`src/rtl/nand_ecc_pkg.sv`:
```
package nand_ecc_pkg;
  localparam int BYTE_W      = 8;
  localparam int BIT_W       = $clog2(BYTE_W);
  localparam int BLOCK_BYTES = 512;
  localparam int IDX_W       = $clog2(BLOCK_BYTES);
  localparam int PAIRS       = BIT_W + IDX_W;
  localparam int CODE_W      = 2 * PAIRS;
  localparam int LOC_W       = IDX_W + BIT_W;

  typedef logic [CODE_W-1:0] code_t;
  typedef logic [IDX_W-1:0]  idx_t;

  typedef enum logic [1:0] {SYN_CLEAN, SYN_DATA, SYN_CODE, SYN_FATAL} syn_kind_e;

  typedef struct packed {
    syn_kind_e         kind;
    logic [LOC_W-1:0]  loc;
  } syn_res_t;

  // strobes from control to datapath
  typedef struct packed {
    logic take;     // accept current byte
    logic fin;      // current byte closes the block
    logic restart;  // aligned command: new page operation
    logic isWrite;  // operation in progress is a write
  } ecc_stb_t;

  // fold one byte into the running pair-parity code
  function automatic code_t foldByte(code_t acc, idx_t idx, logic [BYTE_W-1:0] d);
    code_t c;
    logic  p;
    logic  hi;
    logic  lo;
    c = acc;
    p = ^d;
    for (int b = 0; b < BIT_W; b++) begin
      hi = 1'b0;
      lo = 1'b0;
      for (int j = 0; j < BYTE_W; j++) begin
        if (j[b]) hi = hi ^ d[j];
        else      lo = lo ^ d[j];
      end
      c[2*b]   = c[2*b] ^ lo;
      c[2*b+1] = c[2*b+1] ^ hi;
    end
    for (int k = 0; k < IDX_W; k++) begin
      if (idx[k]) c[2*(BIT_W+k)+1] = c[2*(BIT_W+k)+1] ^ p;
      else        c[2*(BIT_W+k)]   = c[2*(BIT_W+k)] ^ p;
    end
    return c;
  endfunction

  // classify a syndrome
  function automatic syn_res_t decodeSyn(code_t s);
    syn_res_t r;
    logic     pairsOk;
    pairsOk = 1'b1;
    for (int p = 0; p < PAIRS; p++) begin
      pairsOk  = pairsOk & (s[2*p] ^ s[2*p+1]);
      r.loc[p] = s[2*p+1];
    end
    if (s == '0)                 r.kind = SYN_CLEAN;
    else if ($countones(s) == 1) r.kind = SYN_CODE;
    else if (pairsOk)            r.kind = SYN_DATA;
    else                         r.kind = SYN_FATAL;
    if (r.kind != SYN_DATA) r.loc = '0;
    return r;
  endfunction
endpackage

```
`src/rtl/ecc_ctrl.sv`:
```
module ecc_ctrl
  import nand_ecc_pkg::*;
#(
  parameter int NUM_BLOCKS = 4,
  parameter int COL_W      = 12,
  localparam int BLK_W     = (NUM_BLOCKS > 1) ? $clog2(NUM_BLOCKS) : 1
) (
  input  logic             clk,
  input  logic             rstN,
  input  logic             cmdValid,
  input  logic             cmdWrite,
  input  logic [COL_W-1:0] cmdCol,
  input  logic             byteValid,
  input  logic             byteLast,
  output ecc_stb_t         stb,
  output idx_t             byteIdx,
  output logic [BLK_W-1:0] blk
);
  localparam idx_t IDX_LAST = idx_t'(BLOCK_BYTES - 1);
  localparam logic [BLK_W-1:0] BLK_LAST = BLK_W'(NUM_BLOCKS - 1);

  logic             armed;
  logic             isWriteQ;
  logic [BLK_W-1:0] blkQ;
  idx_t             idxQ;
  logic             aligned;
  logic             inData;

  always_comb begin
    aligned     = (cmdCol[IDX_W-1:0] == '0);
    inData      = ((cmdCol >> (IDX_W + BLK_W)) == '0);
    stb.restart = cmdValid && aligned && inData;
    stb.take    = armed && byteValid;
    stb.fin     = stb.take && (byteLast || idxQ == IDX_LAST);
    stb.isWrite = isWriteQ;
  end

  always_ff @(posedge clk) begin
    if (!rstN) begin
      armed    <= 1'b0;
      isWriteQ <= 1'b0;
      blkQ     <= '0;
      idxQ     <= '0;
    end else if (stb.restart) begin
      armed    <= 1'b1;
      isWriteQ <= cmdWrite;
      blkQ     <= cmdCol[IDX_W +: BLK_W];
      idxQ     <= '0;
    end else if (stb.fin) begin
      idxQ <= '0;
      if (byteLast || blkQ == BLK_LAST) armed <= 1'b0;
      else                              blkQ  <= blkQ + 1'b1;
    end else if (stb.take) begin
      idxQ <= idxQ + 1'b1;
    end
  end

  assign byteIdx = idxQ;
  assign blk     = blkQ;

  // misaligned command cannot arm an idle engine
  p_unaligned_noarm_r2: assert property (@(posedge clk) disable iff (!rstN)
    (!armed && cmdValid && cmdCol[IDX_W-1:0] != '0) |=> !armed);

  // last-flagged byte disarms unless a new command arrives
  p_last_disarms_r9: assert property (@(posedge clk) disable iff (!rstN)
    (armed && byteValid && byteLast && !cmdValid) |=> !armed);

  // final block disarms
  p_final_blk_disarms_r10: assert property (@(posedge clk) disable iff (!rstN)
    (armed && byteValid && idxQ == IDX_LAST && blkQ == BLK_LAST && !cmdValid) |=> !armed);
endmodule

```
`src/rtl/ecc_dp.sv`:
```
module ecc_dp
  import nand_ecc_pkg::*;
#(
  parameter int NUM_BLOCKS = 4,
  localparam int BLK_W     = (NUM_BLOCKS > 1) ? $clog2(NUM_BLOCKS) : 1
) (
  input  logic                        clk,
  input  logic                        rstN,
  input  ecc_stb_t                    stb,
  input  idx_t                        byteIdx,
  input  logic [BLK_W-1:0]            blk,
  input  logic [BYTE_W-1:0]           byteData,
  input  code_t                       storedCode,
  output logic                        codeValid,
  output code_t                       codeOut,
  output logic [BLK_W-1:0]            codeBlk,
  output logic [NUM_BLOCKS-1:0]       blkValid,
  output logic [NUM_BLOCKS-1:0]       blkCorr,
  output logic [NUM_BLOCKS-1:0]       blkCodeErr,
  output logic [NUM_BLOCKS-1:0]       blkUncorr,
  output logic [NUM_BLOCKS*LOC_W-1:0] blkLoc
);
  code_t    acc;
  code_t    finalCode;
  syn_res_t res;

  always_comb begin
    finalCode = foldByte(acc, byteIdx, byteData);
    res       = decodeSyn(finalCode ^ storedCode);
  end

  always_ff @(posedge clk) begin
    if (!rstN) begin
      acc       <= '0;
      codeValid <= 1'b0;
      codeOut   <= '0;
      codeBlk   <= '0;
    end else begin
      if (stb.restart || stb.fin) acc <= '0;
      else if (stb.take)          acc <= finalCode;
      codeValid <= stb.fin && stb.isWrite;
      if (stb.fin && stb.isWrite) begin
        codeOut <= finalCode;
        codeBlk <= blk;
      end
    end
  end

  for (genvar i = 0; i < NUM_BLOCKS; i++) begin : g_stat
    always_ff @(posedge clk) begin
      if (!rstN || stb.restart) begin
        blkValid[i]                 <= 1'b0;
        blkCorr[i]                  <= 1'b0;
        blkCodeErr[i]               <= 1'b0;
        blkUncorr[i]                <= 1'b0;
        blkLoc[i*LOC_W +: LOC_W]    <= '0;
      end else if (stb.fin && !stb.isWrite && blk == BLK_W'(i)) begin
        blkValid[i]                 <= 1'b1;
        blkCorr[i]                  <= (res.kind == SYN_DATA);
        blkCodeErr[i]               <= (res.kind == SYN_CODE);
        blkUncorr[i]                <= (res.kind == SYN_FATAL);
        blkLoc[i*LOC_W +: LOC_W]    <= res.loc;
      end
    end

    // at most one outcome flag per block
    p_one_outcome_r8: assert property (@(posedge clk) disable iff (!rstN)
      $onehot0({blkCorr[i], blkCodeErr[i], blkUncorr[i]}));

    // an outcome flag implies the entry is valid
    p_flag_needs_valid_r5: assert property (@(posedge clk) disable iff (!rstN)
      (blkCorr[i] || blkCodeErr[i] || blkUncorr[i]) |-> blkValid[i]);
  end

  // a new page operation clears all status
  p_clear_on_restart_r11: assert property (@(posedge clk) disable iff (!rstN)
    stb.restart |=> (blkValid == '0));

  // write completions leave the status untouched
  p_write_keeps_status_r4: assert property (@(posedge clk) disable iff (!rstN)
    (stb.fin && stb.isWrite && !stb.restart) |=> $stable(blkValid));

  // a code strobe only follows a block completion
  p_code_after_fin_r4: assert property (@(posedge clk) disable iff (!rstN)
    codeValid |-> $past(stb.fin));
endmodule

```
`src/rtl/nand_hamming_ecc.sv`:
```
module nand_hamming_ecc
  import nand_ecc_pkg::*;
#(
  parameter int NUM_BLOCKS = 4,
  parameter int COL_W      = 12,
  localparam int BLK_W     = (NUM_BLOCKS > 1) ? $clog2(NUM_BLOCKS) : 1
) (
  input  logic                        clk,
  input  logic                        rstN,
  input  logic                        cmdValid,
  input  logic                        cmdWrite,
  input  logic [COL_W-1:0]            cmdCol,
  input  logic                        byteValid,
  input  logic [BYTE_W-1:0]           byteData,
  input  logic                        byteLast,
  input  logic [CODE_W-1:0]           storedCode,
  output logic                        codeValid,
  output logic [CODE_W-1:0]           codeOut,
  output logic [BLK_W-1:0]            codeBlk,
  output logic [NUM_BLOCKS-1:0]       blkValid,
  output logic [NUM_BLOCKS-1:0]       blkCorr,
  output logic [NUM_BLOCKS-1:0]       blkCodeErr,
  output logic [NUM_BLOCKS-1:0]       blkUncorr,
  output logic [NUM_BLOCKS*LOC_W-1:0] blkLoc
);
  ecc_stb_t         stb;
  idx_t             byteIdx;
  logic [BLK_W-1:0] blk;

  ecc_ctrl #(.NUM_BLOCKS(NUM_BLOCKS), .COL_W(COL_W)) ctrl_i (
    .clk(clk), .rstN(rstN), .cmdValid(cmdValid), .cmdWrite(cmdWrite),
    .cmdCol(cmdCol), .byteValid(byteValid), .byteLast(byteLast),
    .stb(stb), .byteIdx(byteIdx), .blk(blk)
  );

  ecc_dp #(.NUM_BLOCKS(NUM_BLOCKS)) dp_i (
    .clk(clk), .rstN(rstN), .stb(stb), .byteIdx(byteIdx), .blk(blk),
    .byteData(byteData), .storedCode(storedCode),
    .codeValid(codeValid), .codeOut(codeOut), .codeBlk(codeBlk),
    .blkValid(blkValid), .blkCorr(blkCorr), .blkCodeErr(blkCodeErr),
    .blkUncorr(blkUncorr), .blkLoc(blkLoc)
  );
endmodule

```
`config.mk`:
```
export PLATFORM = sky130hd
export DESIGN_NAME = nand_hamming_ecc
export DESIGN_NICKNAME = d
export VERILOG_FILES = /design/src/rtl/nand_ecc_pkg.sv /design/src/rtl/ecc_ctrl.sv /design/src/rtl/ecc_dp.sv /design/src/rtl/nand_hamming_ecc.sv
export SDC_FILE = /design/constraint.sdc
export NUM_CORES = 1
export LEC_CHECK = 0
export ABC_AREA = 1
export ABC_CLOCK_PERIOD_IN_PS = 8600
export BUFFER_PORTS_ARGS = -buffer_cell sky130_fd_sc_hd__buf_2
export CORE_ASPECT_RATIO = 0.8
export CORE_MARGIN = 4
export CORE_UTILIZATION = 58
export CTS_BUF_LIST = sky130_fd_sc_hd__clkbuf_8
export CTS_CLUSTER_DIAMETER = 40
export DETAILED_ROUTE_END_ITERATION = 10
export MAX_ROUTING_LAYER = met4
export PLACE_DENSITY = 0.83
export SETUP_SLACK_MARGIN = 0.05
export SLEW_MARGIN = 20
export SYNTH_ARGS = -nofsm -noshare
export SYNTH_HDL_FRONTEND = slang
export SYNTH_SLANG_ARGS = --single-unit
```
`constraint.sdc`:
```
create_clock -name clk -period 8.6 [get_ports clk]
set_clock_uncertainty 0.15 [all_clocks]
set_input_delay 2.15 -clock clk [delete_from_list [all_inputs] [get_ports clk]]
set_output_delay 2.15 -clock clk [all_outputs]
set_load 0.05 [all_outputs]
```
# After elaboration in Yosys (flattened, before gate mapping)
# Index checks and enable logic that the tools add are counted.
[word_totals]
input_bits = 50
reg_bits = 128
output_inout_bits = 91
elab_cells = 184
[op_classes]
reduce_logical = 27
n_mux = 28
eq_ne = 10
n_addsub = 25
bitwise = 66
[op_table]
columns = ["operator", "count"]
rows = [
  ["32-bit adder", 11],
  ["1-bit XOR", 53],
  ["32-bit by 2-bit equality test with 1-bit output (second input constant)", 1],
  ["1-bit by 1-bit adder with 2-bit output", 12],
  ["24-bit zero test", 1],
  ["24-bit XOR", 1],
  ["1-bit 2-to-1 mux", 21],
  ["12-bit zero test", 1],
  ["12-bit 2-to-1 mux", 1],
  ["2-bit 2-to-1 mux", 6],
  ["1-bit AND", 11],
  ["1-bit logical AND", 10],
  ["9-bit by 1-bit adder with 9-bit output (second input constant)", 1],
  ["9-bit equality test (second input constant)", 1],
  ["9-bit zero test", 1],
  ["2-bit equality test (second input constant)", 4],
  ["8-bit parity", 1],
  ["2-bit by 1-bit equality test with 1-bit output (second input constant)", 2],
  ["1-bit logical OR", 4],
  ["2-bit by 1-bit inequality test with 1-bit output (second input constant)", 2],
  ["2-bit AND reduction", 2],
  ["2-bit nonzero test", 2],
  ["3-bit OR reduction", 1],
  ["2-bit by 1-bit adder with 2-bit output (second input constant)", 1],
  ["4 further kinds", 5],
]

# Longest topological paths before layout
[logic_depth]
word_depth = 22
mapped_depth = 34
mapped_depth_nobuf = 32

# Modules after synthesis
# Synthesis repeated with hierarchy kept, for this count alone.
[unflattened]
hier_cells = 832
hier_area_um2 = 6575.1
[modules_own_cells]
columns = ["mod", "seq_area_each_um2", "cells_each", "area_per_inst_um2", "instances"]
rows = [
  ["ecc_dp", 2302.2, 721, 5780.5, 1],
  ["ecc_ctrl", 260.2, 111, 794.5, 1],
]

# Worst setup path before layout
# OpenSTA, ideal clock, no wires.
[synth_timing]
kind = "input -> register"
start = "input port byteData[2]"
end = "register dp_i.blkLoc[14]"
arrival_time_ns = 7.661
cell_stages = 29
setup_ns = 0.070
setup_slack_ns = 0.719
n_path_buf = 1
t_required_ns = 8.380
cell_sequence = "inv_1 nand2_1 nand2_2 nand2_2 nand2_4 inv_4 nand2_8 nand2_8 nor2_4 xor2_4 xor2_1 ha_1 inv_1 fa_1 fa_1 fa_1 fa_1 inv_1 fa_1 ha_1 inv_1 fa_1 a31o_2 nand4_1 nand2_1 nor2_2 buf_4 nand2_1 a21oi_1"
[synth_via]
elab_chain_cells = 22
elab_cells_between_ends = 102
classes_between = "add/sub: 23; eq/ne: 2; mux: 22; bitwise: 53; reduce/logical: 2"
[synth_lines]
columns = ["item", "line", "text"]
rows = [
  ["from (decl)", "nand_hamming_ecc.sv:14", "input logic [BYTE_W-1:0] byteData,"],
  ["1-bit XOR (on tied branches) (3 in a row)", "nand_ecc_pkg.sv:41, nand_ecc_pkg.sv:40", ""],
  ["1-bit XOR (on tied branches)", "nand_ecc_pkg.sv:43, nand_ecc_pkg.sv:44", ""],
  ["24-bit XOR (*)", "ecc_dp.sv:29", "res = decodeSyn(finalCode ^ storedCode);"],
  ["parallel branches: the longest is 14 deep, another holds 32-bit adder", "--", ""],
  ["2-bit 2-to-1 mux (*)", "nand_ecc_pkg.sv:62", "if (s == '0) r.kind = SYN_CLEAN;"],
  ["2-bit by 1-bit inequality test with 1-bit output (*)", "nand_ecc_pkg.sv:66", "if (r.kind != SYN_DATA) r.loc = '0;"],
  ["12-bit 2-to-1 mux (*)", "nand_ecc_pkg.sv:66", ""],
  ["to (signal, indexed assignment)", "ecc_dp.sv:62", "blkLoc[i*LOC_W +: LOC_W] <= res.loc;"],
  ["to (decl)", "ecc_dp.sv:21", "output logic [NUM_BLOCKS*LOC_W-1:0] blkLoc"],
]
# Every way passes the cells marked *.
# A chain may end at the register's enable or synchronous reset.

# Worst setup path after layout
[layout_timing]
start = "input port byteData[1]"
end = "register dp_i.blkLoc[4]"
[layout_via]
elab_chain_cells = 22
elab_cells_between_ends = 102
classes_between = "add/sub: 23; eq/ne: 2; mux: 22; bitwise: 53; reduce/logical: 2"
[layout_lines]
columns = ["item", "line"]
rows = [
  ["1-bit XOR (on tied branches)", "--"],
  ["1-bit XOR (on tied branches) (2 in a row)", "nand_ecc_pkg.sv:40, nand_ecc_pkg.sv:41"],
  ["1-bit XOR (on tied branches)", "nand_ecc_pkg.sv:44, nand_ecc_pkg.sv:43"],
  ["24-bit XOR (*)", "ecc_dp.sv:29"],
  ["parallel branches: the longest is 16 deep, another holds 32-bit adder", "--"],
  ["12-bit 2-to-1 mux (*)", "nand_ecc_pkg.sv:66"],
]
# Marked as above.

==> flow_summary.html <==
<table>
<tr><th>Metric</th><th>Value</th></tr>
<tr><th colspan="2">Worst setup path</th></tr>
<tr><td>Top fanout value on the critical path</td><td>13</td></tr>
<tr><td>Slowest stage delay, CP</td><td>0.57 ns</td></tr>
<tr><td>End point of the critical path</td><td>dp_i.blkLoc[4]$_SDFFE_PP0P_</td></tr>
<tr><td>Worst setup path class</td><td>in2reg</td></tr>
<tr><td>Required time reported for the critical path endpoint</td><td>about 8.8 ns</td></tr>
<tr><td>Startpoint of the most critical register-to-register path</td><td>dp_i.acc[2]$_SDFFE_PP0P_</td></tr>
<tr><td>Critical Path Start Type</td><td>primary input</td></tr>
<tr><td>Endpoint of the most critical register-to-register path</td><td>dp_i.blkLoc[4]$_SDFFE_PP0P_</td></tr>
<tr><td>Cells on worst reg2reg path</td><td>21</td></tr>
<tr><td>Category of the worst setup path capture point</td><td>register</td></tr>
<tr><td>Launching instance or port of the critical path</td><td>byteData[1]</td></tr>
<tr><td>Library cell appearing most often on the critical path</td><td>sky130_fd_sc_hd__fa_1</td></tr>
<tr><td>Arrival time of data at the critical path endpoint</td><td>8.29 ns</td></tr>
<tr><td>Library cell contributing the largest single delay on the critical path</td><td>sky130_fd_sc_hd__fa_1</td></tr>
<tr><td>Register-to-register setup slack</td><td>2.46 ns</td></tr>
<tr><th colspan="2">Clock network</th></tr>
<tr><td>Total clock sinks</td><td>128</td></tr>
<tr><td>Clock H-tree levels</td><td>4</td></tr>
<tr><td>Number of post-CTS setup repair buffers</td><td>0</td></tr>
<tr><td>Clock latency reported for the late side of the worst-skew pair</td><td>0.45 ns</td></tr>
<tr><td>Number of buffers added by the clock tree synthesis step</td><td>17</td></tr>
<tr><td>Cts hold-fix bufs</td><td>0</td></tr>
<tr><td>Clock slew at reported path FFs</td><td>around 0.080 ns</td></tr>
<tr><td>Clk root buf</td><td>sky130_fd_sc_hd__clkbuf_8</td></tr>
<tr><td>Clock buffer depth</td><td>2</td></tr>
<tr><td>Clock tree from TritonCTS</td><td>built</td></tr>
<tr><td>Post_cts resized</td><td>0</td></tr>
<tr><th colspan="2">Power</th></tr>
<tr><td>Part of the power in registers</td><td>0.279</td></tr>
<tr><td>Power Internal</td><td>1.24 mW</td></tr>
<tr><td>Net switching fraction of the power</td><td>0.417</td></tr>
<tr><td>Clock power share</td><td>0.233</td></tr>
<tr><td>Pwr per Cell Area</td><td>251 mW/mm2</td></tr>
<tr><td>Max IR drop VDD</td><td>~330 uV</td></tr>
<tr><td>Leakage component of the power</td><td>4.27 nW</td></tr>
<tr><td>Combinational fraction of design power</td><td>0.488</td></tr>
<tr><td>Sw Pwr</td><td>~0.9 mW</td></tr>
<tr><th colspan="2">Logic synthesis</th></tr>
<tr><td>Post-synthesis net count</td><td>approximately 1000</td></tr>
<tr><td>Mapped Area</td><td>~0.0073 mm2</td></tr>
<tr><td>Mapped Avg Cell Area</td><td>8.26 um2</td></tr>
<tr><td>Top cells by instance count after synthesis</td><td>sky130_fd_sc_hd__inv_1 (135), sky130_fd_sc_hd__dfxtp_1 (128), sky130_fd_sc_hd__nand2_1 (86)</td></tr>
<tr><td>Post-synthesis sequential area ratio</td><td>0.349</td></tr>
<tr><td>Proportion of synthesized flip-flops having asynchronous set or reset</td><td>0</td></tr>
<tr><td>Count leader, synth</td><td>sky130_fd_sc_hd__inv_1</td></tr>
<tr><td>Count of state elements after synthesis</td><td>128</td></tr>
<tr><td>Instance count of the mapped netlist</td><td>889</td></tr>
<tr><td>Most common flop cell mapped by yosys</td><td>sky130_fd_sc_hd__dfxtp_1</td></tr>
<tr><td>Share of Yosys cell area claimed by the top area cell type</td><td>0.349</td></tr>
<tr><td>Cell types occupying the most area after synthesis</td><td>sky130_fd_sc_hd__dfxtp_1 (35%), sky130_fd_sc_hd__inv_1 (6.9%), sky130_fd_sc_hd__ha_1 (6.6%), sky130_fd_sc_hd__o211ai_1 (6.3%), sky130_fd_sc_hd__a21oi_1 (5.7%)</td></tr>
<tr><td>Library cell with the largest summed area after synthesis</td><td>sky130_fd_sc_hd__dfxtp_1</td></tr>
<tr><td>Number of enable flip-flop cells after synthesis</td><td>0</td></tr>
<tr><td>Number of synthesis warnings</td><td>0</td></tr>
<tr><td>Library cells used by synthesis</td><td>38</td></tr>
<tr><th colspan="2">Placed design</th></tr>
<tr><td>Port Buf Inserts</td><td>140</td></tr>
<tr><td>Placed Instances</td><td>1164</td></tr>
<tr><td>Routability-driven placement congestion ratio</td><td>a little over 0.9</td></tr>
<tr><td>Detailed placer's ending HPWL</td><td>13900 um</td></tr>
<tr><th colspan="2">Layout</th></tr>
<tr><td>Net count, final</td><td>1120</td></tr>
<tr><td>Count of fill cells added during filler insertion</td><td>just under 1000</td></tr>
<tr><td>Final non-filler cell total</td><td>approximately 1200</td></tr>
<tr><td>Share of cells above drive strength 1</td><td>0.241</td></tr>
<tr><td>Area added between synthesis and finish</td><td>15.4%</td></tr>
<tr><td>Final standard cell utilization of the core</td><td>0.689</td></tr>
<tr><td>Antenna diode count</td><td>0</td></tr>
<tr><th colspan="2">Global routing</th></tr>
<tr><td>Vias in the first global route</td><td>5762</td></tr>
<tr><td>Total routing usage reported by global routing</td><td>0.266</td></tr>
<tr><td>Largest net degree at the start of global routing</td><td>a little over 70</td></tr>
<tr><td>Aggregate global routing overflow</td><td>0</td></tr>
<tr><td>Number of antenna violations at the first check in global routing</td><td>0</td></tr>
<tr><td>Global-route wire length before repair</td><td>between 20000 and 30000 um</td></tr>
<tr><th colspan="2">Detailed routing</th></tr>
<tr><td>Total Wirelength</td><td>18900 um</td></tr>
<tr><td>Routed via count</td><td>6406</td></tr>
<tr><td>Count of antenna-violating nets left after detailed routing</td><td>0</td></tr>
<tr><td>Via count normalized by instance count</td><td>between 5 and 6</td></tr>
<tr><td>Length of the first detailed-routing pass in iterations</td><td>6</td></tr>
<tr><td>Detailed router's first-iteration violation count</td><td>640</td></tr>
<tr><td>WL/cell</td><td>15.8 um</td></tr>
<tr><td>Number of remaining DRC errors</td><td>0</td></tr>
<tr><th colspan="2">Floorplan</th></tr>
<tr><td>Starting density of the core</td><td>0.597</td></tr>
<tr><td>Number of core rows</td><td>36</td></tr>
<tr><td>IO Pins</td><td>between 100 and 150</td></tr>
<tr><td>Die boundary height</td><td>109 um</td></tr>
<tr><td>Die Footprint</td><td>0.0145 mm2</td></tr>
<tr><td>Floorplan Core Area</td><td>0.0123 mm2</td></tr>
<tr><td>Die boundary width</td><td>134 um</td></tr>
<tr><th colspan="2">STA</th></tr>
<tr><td>Final critical-path required period</td><td>about 8 ns</td></tr>
<tr><td>Maximum achievable frequency</td><td>approximately 120 MHz</td></tr>
<tr><td>Count of endpoints failing setup in the final report</td><td>0</td></tr>
<tr><td>Fin. max-slew vios</td><td>0</td></tr>
<tr><td>Setup repair after global routing missed its margin</td><td>no</td></tr>
<tr><td>Final critical-path share of the clock period</td><td>0.938</td></tr>
<tr><td>Worst slew margin</td><td>0.305</td></tr>
<tr><td>Hold Fails Final Rpt</td><td>0</td></tr>
<tr><td>Transition time at the pin with the least slew margin</td><td>1.04 ns</td></tr>
<tr><th colspan="2">Status</th></tr>
<tr><td>Result of the run</td><td>finished clean</td></tr>
<tr><th colspan="2">Flow run</th></tr>
<tr><td>Total of max-cap violations</td><td>0</td></tr>
<tr><th colspan="2">Hold path</th></tr>
<tr><td>Tightest Hold Check Type</td><td>reg2reg</td></tr>
</table>
-- how the worst min path moves through the flow --
stage	start	slack (ns)	cells after the start	endpoint
final	dp_i.blkValid[0]$_SDFFE_PP0P_	0.30	2	dp_i.blkValid[0]$_SDFFE_PP0P_
after global routing	dp_i.blkValid[0]$_SDFFE_PP0P_	0.31	2	dp_i.blkValid[0]$_SDFFE_PP0P_
after CTS	dp_i.blkValid[0]$_SDFFE_PP0P_	0.30	2	dp_i.blkValid[0]$_SDFFE_PP0P_
after detailed placement	dp_i.blkValid[0]$_SDFFE_PP0P_	0.28	2	dp_i.blkValid[0]$_SDFFE_PP0P_
after global placement	dp_i.blkValid[0]$_SDFFE_PP0P_	0.29	2	dp_i.blkValid[0]$_SDFFE_PP0P_
after floorplan	ctrl_i.isWriteQ$_SDFFE_PN0P_	0.30	2	ctrl_i.isWriteQ$_SDFFE_PN0P_
-- sequential cells by signal, indices dropped and copies added, names as in the netlist, 2 cells and up --
signal and cells:
dp_i.blkCodeErr 4, dp_i.blkCorr 4, ctrl_i.blk 2, dp_i.blkValid 4, dp_i.blkLoc 48, dp_i.blkUncorr 4
dp_i.acc 24, ctrl_i.byteIdx 9, dp_i.codeBlk 2, dp_i.codeOut 24
-- layout by cell type, fill, tap and decap left out, types with 23 or more instances in the layout --
| cell type | count |
|---|---|
| sky130_fd_sc_hd__buf_2 | 140 |
| sky130_fd_sc_hd__inv_1 | 135 |
| sky130_fd_sc_hd__dfxtp_1 | 128 |
| sky130_fd_sc_hd__nand2_1 | 86 |
| sky130_fd_sc_hd__a21oi_1 | 84 |
| sky130_fd_sc_hd__nor2_1 | 83 |
| sky130_fd_sc_hd__o211ai_1 | 62 |
| sky130_fd_sc_hd__o21ai_0 | 49 |
| sky130_fd_sc_hd__ha_1 | 39 |
| sky130_fd_sc_hd__xor2_1 | 23 |
| sky130_fd_sc_hd__nand3_1 | 23 |
-- power by group through the flow --
| stage | sequential [mW] | clock, mW | combinational, mW |
|---|---|---|---|
| 2_1_floorplan | 0.606 | 0 | 0.759 |
| 3_3_place_gp | 0.606 | 0 | 0.977 |
| 3_5_place_dp | 0.606 | 0 | 1.01 |
| 4_1_cts | 0.592 | 0.495 | 1.03 |
| 5_1_grt | 0.592 | 0.521 | 1.22 |
| 6_report | 0.592 | 0.495 | 1.04 |
-- metal layers --
layer | part of all wire | track usage
met1 | 0.44 | 0.365
met2 | 0.45 | 0.394
met3 | 0.089 | 0.0623
met4 | 0.018 | 0.0830
met5 | 0 | -
-- cell type report --
class	count	area (um2)	share of cell area
sequential	128	2560	0.302
inverter	140	528	0.0623
clock inverter	15	138	0.0162
clock buffer	17	234	0.0276
tap	171	214	0.0252
multi-input combinational	576	4030	0.476
timing repair buffer	149	768	0.0907
-- worst max-delay path, delay by kind of cell --
kind            cells  cell delay [ns]
buf+inv             7             0.60
fa+ha+maj           8             3.35
simple gates       14             1.76
compound gates      2             0.41
-- kinds of logic after synthesis --
| group | count (synthesis) | synth area share |
|---|---|---|
| XOR/XNOR | 52 | 0.0871 |
| AND/OR/NAND/NOR | 269 | 0.186 |
| buffers and inverters | 185 | 0.104 |
| flip-flops | 128 | 0.349 |
| AO/OA/AOI/OAI | 197 | 0.156 |
| adder cells (fa/ha/maj) | 58 | 0.118 |
-- through the flow --
| step | setup TNS, ns | power (mW) | hold slack, ns | worst slack (ns) | cell area [um2] |
|---|---|---|---|---|---|
| floorplan | 0 | 1.37 | 0.295 | 0.719 | 7340 |
| global route | 0 | 2.34 | 0.312 | 0.129 | 8470 |
| CTS | 0 | 2.11 | 0.296 | 0.310 | 8470 |
| finish | 0 | 2.12 | 0.295 | 0.533 | 8470 |
| global placement | 0 | 1.58 | 0.286 | 0.0298 | 8100 |
| detailed placement | -6.30 | 1.62 | 0.284 | -0.159 | 8100 |
(Power assumes the default switching activity.)
